File: src/rtl/i2cs_pkg.sv
package i2cs_pkg;

    typedef enum logic [2:0] {
        ST_IDLE,
        ST_ADDR,
        ST_ADDR_ACK,
        ST_RX,
        ST_RX_ACK,
        ST_TX,
        ST_TX_ACK,
        ST_IGNORE
    } eng_state_t;

    localparam int REG_AW = 2;
    localparam logic [REG_AW-1:0] REG_CTRL = 2'd0;
    localparam logic [REG_AW-1:0] REG_STAT = 2'd1;
    localparam logic [REG_AW-1:0] REG_DATA = 2'd2;
    localparam logic [REG_AW-1:0] REG_OWN  = 2'd3;

endpackage

File: src/rtl/i2cs_sync.sv
module i2cs_sync #(
    parameter int STAGES = 2
) (
    input  logic clk,
    input  logic rst_n,
    input  logic pin,
    output logic lvl,
    output logic rise,
    output logic fall
);
    // chain[STAGES-1] is the synchronised level, chain[STAGES] its previous value
    logic [STAGES:0] chain;

    always_ff @(posedge clk or negedge rst_n) begin
        if (!rst_n) chain <= '1;
        else        chain <= {chain[STAGES-1:0], pin};
    end

    assign lvl  = chain[STAGES-1];
    assign rise = chain[STAGES-1] & ~chain[STAGES];
    assign fall = ~chain[STAGES-1] & chain[STAGES];
endmodule

File: src/rtl/i2cs_engine.sv
module i2cs_engine
    import i2cs_pkg::*;
#(
    parameter int DW = 8
) (
    input  logic          clk,
    input  logic          rst_n,
    input  logic          scl_lvl,
    input  logic          scl_rise,
    input  logic          scl_fall,
    input  logic          sda_lvl,
    input  logic          sda_rise,
    input  logic          sda_fall,
    input  logic [DW-2:0] own_addr,
    input  logic          tx_en,
    input  logic          nack_sel,
    input  logic [DW-1:0] tx_byte,
    output logic          sda_oe,
    output logic          irq,
    output logic          hit,
    output logic          master_reads,
    output logic          ack_seen,
    output logic          rx_load,
    output logic [DW-1:0] rx_byte,
    output eng_state_t    state
);
    localparam int AW = DW - 1;
    localparam int CW = $clog2(DW + 2);
    localparam logic [CW-1:0] C_LAST = CW'(DW - 1);
    localparam logic [CW-1:0] C_ACK  = CW'(DW);
    localparam logic [CW-1:0] C_END  = CW'(DW + 1);

    eng_state_t      st, nxt;
    logic [CW-1:0]   cnt;
    logic [DW-1:0]   shreg;
    logic            start_ev, stop_ev;

    assign start_ev = scl_lvl & sda_fall;
    assign stop_ev  = scl_lvl & sda_rise;
    assign state    = st;
    assign rx_byte  = shreg;

    // next-state decision
    always_comb begin
        nxt = st;
        if (start_ev)      nxt = ST_ADDR;
        else if (stop_ev)  nxt = ST_IDLE;
        else begin
            unique case (st)
                ST_ADDR:     if (scl_rise && cnt == C_LAST)
                                 nxt = (shreg[AW-1:0] == own_addr) ? ST_ADDR_ACK : ST_IGNORE;
                ST_ADDR_ACK: if (scl_fall && cnt == C_END) nxt = tx_en ? ST_TX : ST_RX;
                ST_RX:       if (scl_rise && cnt == C_LAST) nxt = ST_RX_ACK;
                ST_RX_ACK:   if (scl_fall && cnt == C_END) nxt = ST_RX;
                ST_TX:       if (scl_fall && cnt == C_ACK) nxt = ST_TX_ACK;
                ST_TX_ACK:   if (scl_fall && cnt == C_END) nxt = ack_seen ? ST_TX : ST_IGNORE;
                default:     nxt = st;
            endcase
        end
    end

    // state register
    always_ff @(posedge clk or negedge rst_n) begin
        if (!rst_n) st <= ST_IDLE;
        else        st <= nxt;
    end

    // datapath and outputs
    always_ff @(posedge clk or negedge rst_n) begin
        if (!rst_n) begin
            cnt          <= '0;
            shreg        <= '0;
            sda_oe       <= 1'b0;
            irq          <= 1'b0;
            hit          <= 1'b0;
            master_reads <= 1'b0;
            ack_seen     <= 1'b0;
            rx_load      <= 1'b0;
        end else begin
            irq     <= 1'b0;
            rx_load <= 1'b0;
            if (start_ev) begin
                cnt    <= '0;
                sda_oe <= 1'b0;
                hit    <= 1'b0;
            end else if (stop_ev) begin
                cnt    <= '0;
                sda_oe <= 1'b0;
            end else begin
                unique case (st)
                    ST_ADDR: if (scl_rise) begin
                        shreg <= {shreg[DW-2:0], sda_lvl};
                        cnt   <= cnt + 1'b1;
                        if (cnt == C_LAST && shreg[AW-1:0] == own_addr) begin
                            hit          <= 1'b1;
                            master_reads <= sda_lvl;
                            irq          <= 1'b1;
                        end
                    end
                    ST_ADDR_ACK: begin
                        if (scl_rise) cnt <= cnt + 1'b1;
                        if (scl_fall && cnt == C_ACK) sda_oe <= 1'b1;
                        if (scl_fall && cnt == C_END) begin
                            cnt <= '0;
                            if (tx_en) begin
                                sda_oe <= ~tx_byte[DW-1];
                                shreg  <= {tx_byte[DW-2:0], 1'b1};
                            end else begin
                                sda_oe <= 1'b0;
                            end
                        end
                    end
                    ST_RX: if (scl_rise) begin
                        shreg <= {shreg[DW-2:0], sda_lvl};
                        cnt   <= cnt + 1'b1;
                        if (cnt == C_LAST) rx_load <= 1'b1;
                    end
                    ST_RX_ACK: begin
                        if (scl_rise) cnt <= cnt + 1'b1;
                        if (scl_fall && cnt == C_ACK) sda_oe <= ~nack_sel;
                        if (scl_fall && cnt == C_END) begin
                            sda_oe <= 1'b0;
                            cnt    <= '0;
                            irq    <= 1'b1;
                        end
                    end
                    ST_TX: begin
                        if (scl_rise) cnt <= cnt + 1'b1;
                        if (scl_fall) begin
                            if (cnt == C_ACK) begin
                                sda_oe <= 1'b0;
                            end else begin
                                sda_oe <= ~shreg[DW-1];
                                shreg  <= {shreg[DW-2:0], 1'b1};
                            end
                        end
                    end
                    ST_TX_ACK: begin
                        if (scl_rise) begin
                            cnt      <= cnt + 1'b1;
                            ack_seen <= ~sda_lvl;
                        end
                        if (scl_fall && cnt == C_END) begin
                            irq <= 1'b1;
                            cnt <= '0;
                            if (ack_seen) begin
                                sda_oe <= ~tx_byte[DW-1];
                                shreg  <= {tx_byte[DW-2:0], 1'b1};
                            end else begin
                                sda_oe <= 1'b0;
                            end
                        end
                    end
                    default: ;
                endcase
            end
        end
    end
endmodule

File: src/rtl/i2c_slave_ctl.sv
module i2c_slave_ctl
    import i2cs_pkg::*;
#(
    parameter int DW          = 8,
    parameter int SYNC_STAGES = 2
) (
    input  logic          clk,
    input  logic          rst_n,
    input  logic          scl_i,
    input  logic          sda_i,
    output logic          sda_oe,
    output logic          irq,
    input  logic [1:0]    reg_addr,
    input  logic          reg_wr,
    input  logic [DW-1:0] reg_wdata,
    output logic [DW-1:0] reg_rdata
);
    localparam int AW = DW - 1;

    logic          scl_lvl, scl_rise, scl_fall;
    logic          sda_lvl, sda_rise, sda_fall;
    logic          ctrl_tx_en, ctrl_nack;
    logic [DW-1:0] data_q;
    logic [AW-1:0] own_q;
    logic          hit, master_reads, ack_seen, rx_load;
    logic [DW-1:0] rx_byte;
    eng_state_t    eng_state;

    i2cs_sync #(.STAGES(SYNC_STAGES)) u_scl (
        .clk(clk), .rst_n(rst_n), .pin(scl_i),
        .lvl(scl_lvl), .rise(scl_rise), .fall(scl_fall)
    );

    i2cs_sync #(.STAGES(SYNC_STAGES)) u_sda (
        .clk(clk), .rst_n(rst_n), .pin(sda_i),
        .lvl(sda_lvl), .rise(sda_rise), .fall(sda_fall)
    );

    i2cs_engine #(.DW(DW)) u_eng (
        .clk(clk), .rst_n(rst_n),
        .scl_lvl(scl_lvl), .scl_rise(scl_rise), .scl_fall(scl_fall),
        .sda_lvl(sda_lvl), .sda_rise(sda_rise), .sda_fall(sda_fall),
        .own_addr(own_q), .tx_en(ctrl_tx_en), .nack_sel(ctrl_nack),
        .tx_byte(data_q),
        .sda_oe(sda_oe), .irq(irq), .hit(hit), .master_reads(master_reads),
        .ack_seen(ack_seen), .rx_load(rx_load), .rx_byte(rx_byte),
        .state(eng_state)
    );

    always_ff @(posedge clk or negedge rst_n) begin
        if (!rst_n) begin
            ctrl_tx_en <= 1'b0;
            ctrl_nack  <= 1'b0;
            data_q     <= '0;
            own_q      <= '0;
        end else begin
            if (reg_wr && reg_addr == REG_CTRL) begin
                ctrl_tx_en <= reg_wdata[0];
                ctrl_nack  <= reg_wdata[1];
            end
            if (reg_wr && reg_addr == REG_OWN) own_q <= reg_wdata[AW-1:0];
            // a received byte wins over a same-cycle software write
            if (rx_load)                                data_q <= rx_byte;
            else if (reg_wr && reg_addr == REG_DATA)   data_q <= reg_wdata;
        end
    end

    always_comb begin
        unique case (reg_addr)
            REG_CTRL: reg_rdata = DW'({ctrl_nack, ctrl_tx_en});
            REG_STAT: reg_rdata = DW'({ack_seen, master_reads, hit});
            REG_DATA: reg_rdata = data_q;
            REG_OWN:  reg_rdata = DW'(own_q);
            default:  reg_rdata = '0;
        endcase
    end
endmodule

File: config.mk
export PLATFORM = sky130hd
export DESIGN_NAME = i2c_slave_ctl
export DESIGN_NICKNAME = d
export VERILOG_FILES = /design/src/rtl/i2cs_pkg.sv /design/src/rtl/i2cs_sync.sv /design/src/rtl/i2cs_engine.sv /design/src/rtl/i2c_slave_ctl.sv
export SDC_FILE = /design/constraint.sdc
export NUM_CORES = 1
export LEC_CHECK = 0
export BUFFER_PORTS_ARGS = -buffer_cell sky130_fd_sc_hd__buf_2
export CORE_MARGIN = 2
export CORE_UTILIZATION = 29
export CTS_CLUSTER_DIAMETER = 40
export DETAILED_ROUTE_END_ITERATION = 8
export HOLD_SLACK_MARGIN = 0.1
export PLACE_DENSITY = 0.56
export SYNTH_ARGS = -nofsm -noshare
export SYNTH_HDL_FRONTEND = slang
export SYNTH_HIERARCHICAL = 1
export SYNTH_SLANG_ARGS = --single-unit
File: constraint.sdc
create_clock -name clk -period 4.68 [get_ports clk]
set_clock_uncertainty 0.2 [all_clocks]
set_input_delay 0.468 -clock clk [delete_from_list [all_inputs] [get_ports clk]]
set_output_delay 0.468 -clock clk [all_outputs]
set_load 0.1 [all_outputs]
==> out/metrics.cfg, run 1 <==
[outcome]
status = finished, final reports clean

[yosys]
async_flop_share_pct = 100
synth_cells = 227
synth-seq-area-share_pct = 42.5
synth_edf_count = 0
synthFlopType = dfrtp_1
synth_cell_types = 55
syn_avg_cell_area_um2 = 11.5
synth_warnings = 6
ys_ff_latch = 44
syn_nets = 245
netlist_area_um2 = 2610

[sta]
setup_tns_ps = 0
hold_viol_final = 0
fin_crit_ps = 2770
rsz0062_at_grt = false
slew_headroom_pct = 34.2
tightest_slew_ps = 987
min_period_over_period_pct = 59.1
fmax_ghz = 0.361
slew_violations = 0
setup_viol = 0

[critical_path]
crit_arrival_ps = 2760
r2r_slack_ps = 1910
ff2ff_path_depth = 6
rr_startpoint = u_scl/chain[1]
required_ps = 4670
critPathKind = flip-flop to flip-flop
endpoint_kind = flip-flop
reg2reg_to = u_eng/state[2]
crit_fanout = 8
crit_path_start_kind = flip-flop

[power]
intPower_uw = 916
p_sw_uw = 640
leakagePower_uw = 0.00124
pwr-share-clk_pct = 20.8
switching_share_pct = 41.1
power_density_nw_per_um2 = 538
peakVddDrop_mv = 0.195
power_frac_seq_pct = 40.0
finalPower_uw = 1560
pwr-share-comb_pct = 39.2

[routing]
drc = 0
drtPass1Iterations = 4
drt-total-wl_um = 5520
wl_per_cell_um = 15.4
via_per_inst = 5.01
num_vias = 1798
drtIter0Drc = 43
postRouteAntennaNets = 0

[cts]
clockBufferDepth = 2
cts_root_buf = clkbuf_8
cts_tree = done
clock-sinks = 44
path_clk_slew_ps = 90
post_cts_buffers = 0
ctsHtreeMaxLevel = 2
numCtsBuffers = 5
clk_latency_ps = 300
post_cts_resized = 0

[die]
rows = 34
ios = 25
die_w_um = 98.8
core_um2 = 8720
die_area_um2 = 9770
die_height_um = 98.8
start_util_pct = 29.9

[place]
dp_hpwl_um = 3930
placed_cell_area_um2 = 2750
place_congestion = 0.780
portBuffers = 24

[cells_and_area]
nets = 268
antenna_cells = 0
final_area_um2 = 2890
final-seq-area_um2 = 1110
final_util_pct = 33.2
area_growth_pct = 10.9
fillCellCount = 887
drive_above_1_share_pct = 33.9
multi_input_area_um2 = 1350

[grt]
grt_pass1_wl_um = 9340
track_usage_pct = 12.0
antenna_found_initial = 0
first_global_vias = 1809
grt_remaining_overflow = 0
grt_max_degree = 45

[min_path]
hold_path_class = input pin to async pin

[job]
maxCapViolCount = 0

==> metrics by stage <==
stage                     hold WS, ps  instances  setup WS, ps
after floorplan                 -27.6        227          1200
after global placement            147        349          2040
after detailed placement          147        349          1920
after CTS                         153        359          1900
after global routing              153        359          1770
final                             121        359          1910
==> cell usage after synthesis, types with 3 or more instances <==
cell      count  area (µm²)
a21oi_1      14        70.1
and2b_2       3        26.3
clkbuf_8      6        82.6
dfrtp_1      38         951
dfstp_2       6         158
ha_1          3        37.5
inv_1         7        26.3
mux2_1        3        33.8
mux2_2       20         225
mux2_4        7         105
mux2i_1      11         110
nand2_1      12        45.0
nand3_1       6        30.0
nor2_1       15        56.3
nor2b_1       9        56.3
o21ai_0       8        40.0
xnor2_1       5        43.8
xor2_1        6        52.6
==> routing by layer <==
layer	vias to the layer above	track usage, %	share of wire (%)
met1	889	16.6	50
met5	-	0	0
met3	4	2.41	3.5
met2	29	19.1	46
li1	876	-	-
met4	0	3.16	0.44
==> what timing repair did <==
| action | CTS | global route |
|---|---|---|
| hold buffers | 2 | 0 |
| hold endpoints to repair | 2 | 0 |
| setup endpoints to repair | 0 | 0 |
==> state kept, by name (all words and copies together) (netlist names), 3 cells and up <==
register       count
own_q              7
u_eng/rx_byte      8
u_scl/chain        3
u_eng/cnt          4
data_q             8
u_sda/chain        3
u_eng/state        3
==> logic make-up after synthesis <==
family	Yosys count	share of synthesized area [%]
mux	43	19.9
xor+xnor	11	3.69
fa+ha+maj	3	1.44
flops	44	42.5
buf+inv	18	5.66
simple gates	63	14.3
compound gates	45	12.5
==> worst max-delay path by stage <==
stage | end | depth (start not counted) | slack, ps | startpoint
detailed placement | u_eng/state[2] | 6 | 1920 | u_scl/chain[1]
global route | u_eng/state[2] | 6 | 1770 | u_scl/chain[1]
floorplan | reg_rdata[2] | 3 | 1200 | reg_addr[0]
finish | u_eng/state[2] | 6 | 1910 | u_scl/chain[1]
global placement | u_eng/state[1] | 6 | 2040 | u_scl/chain[1]
CTS | u_eng/state[2] | 6 | 1900 | u_scl/chain[1]
==> worst max-delay path: stages, from the launching register on <==
cell and delay [ps]:
dfstp_2 600, nor2b_1 420, and4b_4 340, a21oi_2 60, o311a_1 360, a311oi_2 320
mux2_1 360
==> layout make-up <==
type,instances,share of cell area (%)
multi-input cells,165,46.7
clock inverters,1,1.04
repair buffers,26,4.85
well taps,108,4.67
inverters,8,1.04
flip-flops and latches,44,38.3
clock buffers,7,3.33
==> placed cells by master (no fill, tap or decap), types with 2 or more instances in the layout <==
cell type,count
dfrtp_1,38
buf_2,24
mux2_2,20
nor2_1,15
a21oi_1,14
nand2_1,12
mux2i_1,11
nor2b_1,9
o21ai_0,8
inv_1,7
mux2_4,7
clkbuf_8,7
xor2_1,6
nand3_1,6
dfstp_2,6
xnor2_1,5
and2b_2,3
mux2_1,3
ha_1,3
mux4_2,2
and3_1,2
dlygate4sd3_1,2
and4b_1,2
a31oi_1,2
o311ai_0,2
o31ai_1,2
a21oi_2,2
a311oi_1,2
and3_2,2
nor3_1,2
==> power by group through the flow <==
stage	clock, µW	combinational (µW)	sequential (µW)
2_1_floorplan	0	587	568
3_3_place_gp	0	607	627
3_5_place_dp	0	611	631
4_1_cts	333	614	622
5_1_grt	351	675	649
6_report	323	610	623
Note: power is estimated with default switching activity, not from simulation.
==> run 2, diff against run 1 <==
--- a/config.mk
+++ b/config.mk
@@ -11,7 +11,7 @@
 export CTS_CLUSTER_DIAMETER = 40
 export DETAILED_ROUTE_END_ITERATION = 8
 export HOLD_SLACK_MARGIN = 0.1
-export PLACE_DENSITY = 0.56
+export PLACE_DENSITY = 0.57
 export SYNTH_ARGS = -nofsm -noshare
 export SYNTH_HDL_FRONTEND = slang
 export SYNTH_HIERARCHICAL = 1
==> constraint.sdc (replaced) <==
create_clock -name clk -period 2.5 [get_ports clk]
set_clock_uncertainty 0.2 [all_clocks]
set_input_delay 0.25 -clock clk [delete_from_list [all_inputs] [get_ports clk]]
set_output_delay 0.25 -clock clk [all_outputs]
set_load 0.1 [all_outputs]
==> out/metrics.cfg, run 2 (synthesis results as in run 1) <==
[cells_and_area]
antenna_cells = 0  ; unchanged
final-seq-area_um2 = 1110  ; unchanged
multi_input_area_um2 = 1350  ; +0.19%
fillCellCount = 866  ; -2.4%
layout_commonest_cell = dfrtp_1
drive_above_1_share_pct = 36.3  ; +2.4 points
layout_common_cells = 38 x dfrtp_1, 24 x buf_2, 20 x mux2_2, 15 x nor2_1
area_growth_pct = 17.4
nets = 290  ; +8.2%

[critical_path]
ff2ff_path_depth = 6  ; unchanged
critPathKind = flip-flop to flip-flop
path_cells = nor2b_2 -> and4b_4 -> a21oi_2 -> o311a_1 -> a311oi_2 -> mux2_1
required_ps = 2480  ; -2190 ps
path_buf_inv = 0  ; unchanged
crit_fanout = 4  ; -4
rr_startpoint = u_scl/chain[1]
worstSetupStartpoint = u_scl/chain[1]
critPathMaxStageDelay_ps = 530  ; -70 ps
crit_path_start_kind = flip-flop
endpoint_kind = flip-flop
crit_family = compound AO/OA/AOI/OAI gates
crit_arrival_ps = 2400  ; -360 ps
cpMaxStageDelayCell = dfstp_2
cp_num_cells = 6  ; unchanged

[sta]
setup_tns_ps = 0  ; unchanged
slew_headroom_pct = 63.1  ; +29 points
setup_viol = 0  ; unchanged
slew_violations = 0  ; unchanged
hold_viol_final = 0  ; unchanged
min_period_over_period_pct = 96.8  ; +38 points
fin_crit_ps = 2420  ; -347 ps
fmax_ghz = 0.413  ; +14%
tightest_slew_ps = 549  ; -438 ps
rsz0062_at_grt = false
timing.final.ws_setup_ps = 80.7  ; -1830 ps

[cts]
cts_root_buf = clkbuf_8
clockBufferDepth = 2  ; unchanged
clk_latency_ps = 300  ; about the same
ctsHtreeMaxLevel = 2  ; unchanged
path_clk_slew_ps = 80  ; about the same
cts_tree = done
numCtsBuffers = 5  ; unchanged
clock-sinks = 44  ; unchanged

[routing]
drtPass1Iterations = 4  ; unchanged
num_vias = 1862  ; +3.6%
wl_per_cell_um = 14.6  ; -4.9%
postRouteAntennaNets = 0  ; unchanged
drtIter0Drc = 167  ; +290%
drc = 0  ; unchanged
drt-total-wl_um = 5570  ; +0.89%
via_per_inst = 4.89  ; -2.4%

[job]
maxCapViolCount = 0  ; unchanged

[grt]
met1_usage_pct = 17.1  ; +0.45 points
grt_remaining_overflow = 0  ; unchanged
track_usage_pct = 12.2  ; +0.22 points
busiest_layer = met2
use_met3_pct = 1.28  ; -1.1 points
grt_use_met2_pct = 19.0  ; -0.16 points
antenna_found_initial = 0  ; unchanged
grt_pass1_wl_um = 9590  ; +2.7%
grt_max_degree = 45  ; unchanged
first_global_vias = 1901  ; +5.1%

[place]
place_congestion = 0.880  ; +13%
dp_hpwl_um = 3900  ; -0.84%
place_worst_setup_slack_ps = 108  ; -1810 ps
portBuffers = 24  ; unchanged

[die]
ios = 25  ; unchanged
rows = 34  ; unchanged
start_util_pct = 29.9  ; unchanged
die_w_um = 98.8  ; unchanged
die_height_um = 98.8  ; unchanged
die_area_um2 = 9770  ; unchanged
core_um2 = 8720  ; unchanged

[min_path]
hp-start = reg_wdata[7]
hold_path_class = input pin to flip-flop
hold_depth = 3

[power]
peakVddDrop_mv = 0.320  ; +64%
power_density_nw_per_um2 = 963  ; +79%
leakagePower_uw = 0.00134  ; +7.5%

[outcome]
status = finished, final reports clean

==> run 2: final timing paths <==
kind | slack, ps | endpoint
worst max-delay path | 80 | u_eng/state[1]
worst min-delay path | 130 | data_q[7]
worst max register to register | 80 | u_eng/state[1]
worst min register to register | 150 | u_scl/chain[1]
max in group asynchronous | 1360 | u_eng/rx_byte[7]
min in group asynchronous | 360 | u_eng/irq
==> run 2: worst reg2reg max path, cell delays in order (launching register included) <==
cell	delay [ps]
dfstp_2	530
nor2b_2	150
and4b_4	270
a21oi_2	60
o311a_1	340
a311oi_2	380
mux2_1	360
==> run 2: report_power, final <==
| part | total, µW | switching (µW) | internal (µW) | leakage [µW] |
|---|---|---|---|---|
| registers | 1090 | 198 | 889 | 0.000519 |
| logic | 1320 | 759 | 557 | 0.000763 |
| clock network | 545 | 248 | 297 | 0.0000552 |
| total | 2950 | 1210 | 1740 | 0.00134 |
==> run 2: metal layers <==
metal | up-vias | wire length (µm)
li1 | 916 | -
met2 | 29 | 2640
met1 | 909 | 2710
met3 | 8 | 89
met5 | - | 0
met4 | 0 | 125
==> run 2: through the flow <==
step | utilization (%) | hold WS [ps] | instance area [µm²] | std cells | power, µW
6_report | 35.1 | 128 | 3060 | 381 | 2950
5_1_grt | 35.1 | 148 | 3060 | 381 | 3170
3_3_place_gp | 32.4 | 146 | 2830 | 360 | 2370
4_1_cts | 34.8 | 126 | 3040 | 378 | 2940
3_5_place_dp | 32.4 | 147 | 2830 | 360 | 2370
2_1_floorplan | - | -246 | 2610 | 227 | 2160
==> run 2: what timing repair did <==
action | 4_1_cts | 5_1_grt
gates resized for setup | 0 | 1
endpoints found under the setup margin | 0 | 11
hold buffers | 10 | 0
buffers inserted | 0 | 3
hold endpoints to repair | 49 | 0
==> run 2: cell type report <==
type | instances | share of cell area (%)
clock buffers | 6 | 2.37
clock inverters | 2 | 1.14
inverters | 8 | 0.981
multi-input cells | 165 | 44.2
flip-flops and latches | 44 | 36.2
well taps | 108 | 4.42
repair buffers | 48 | 10.6
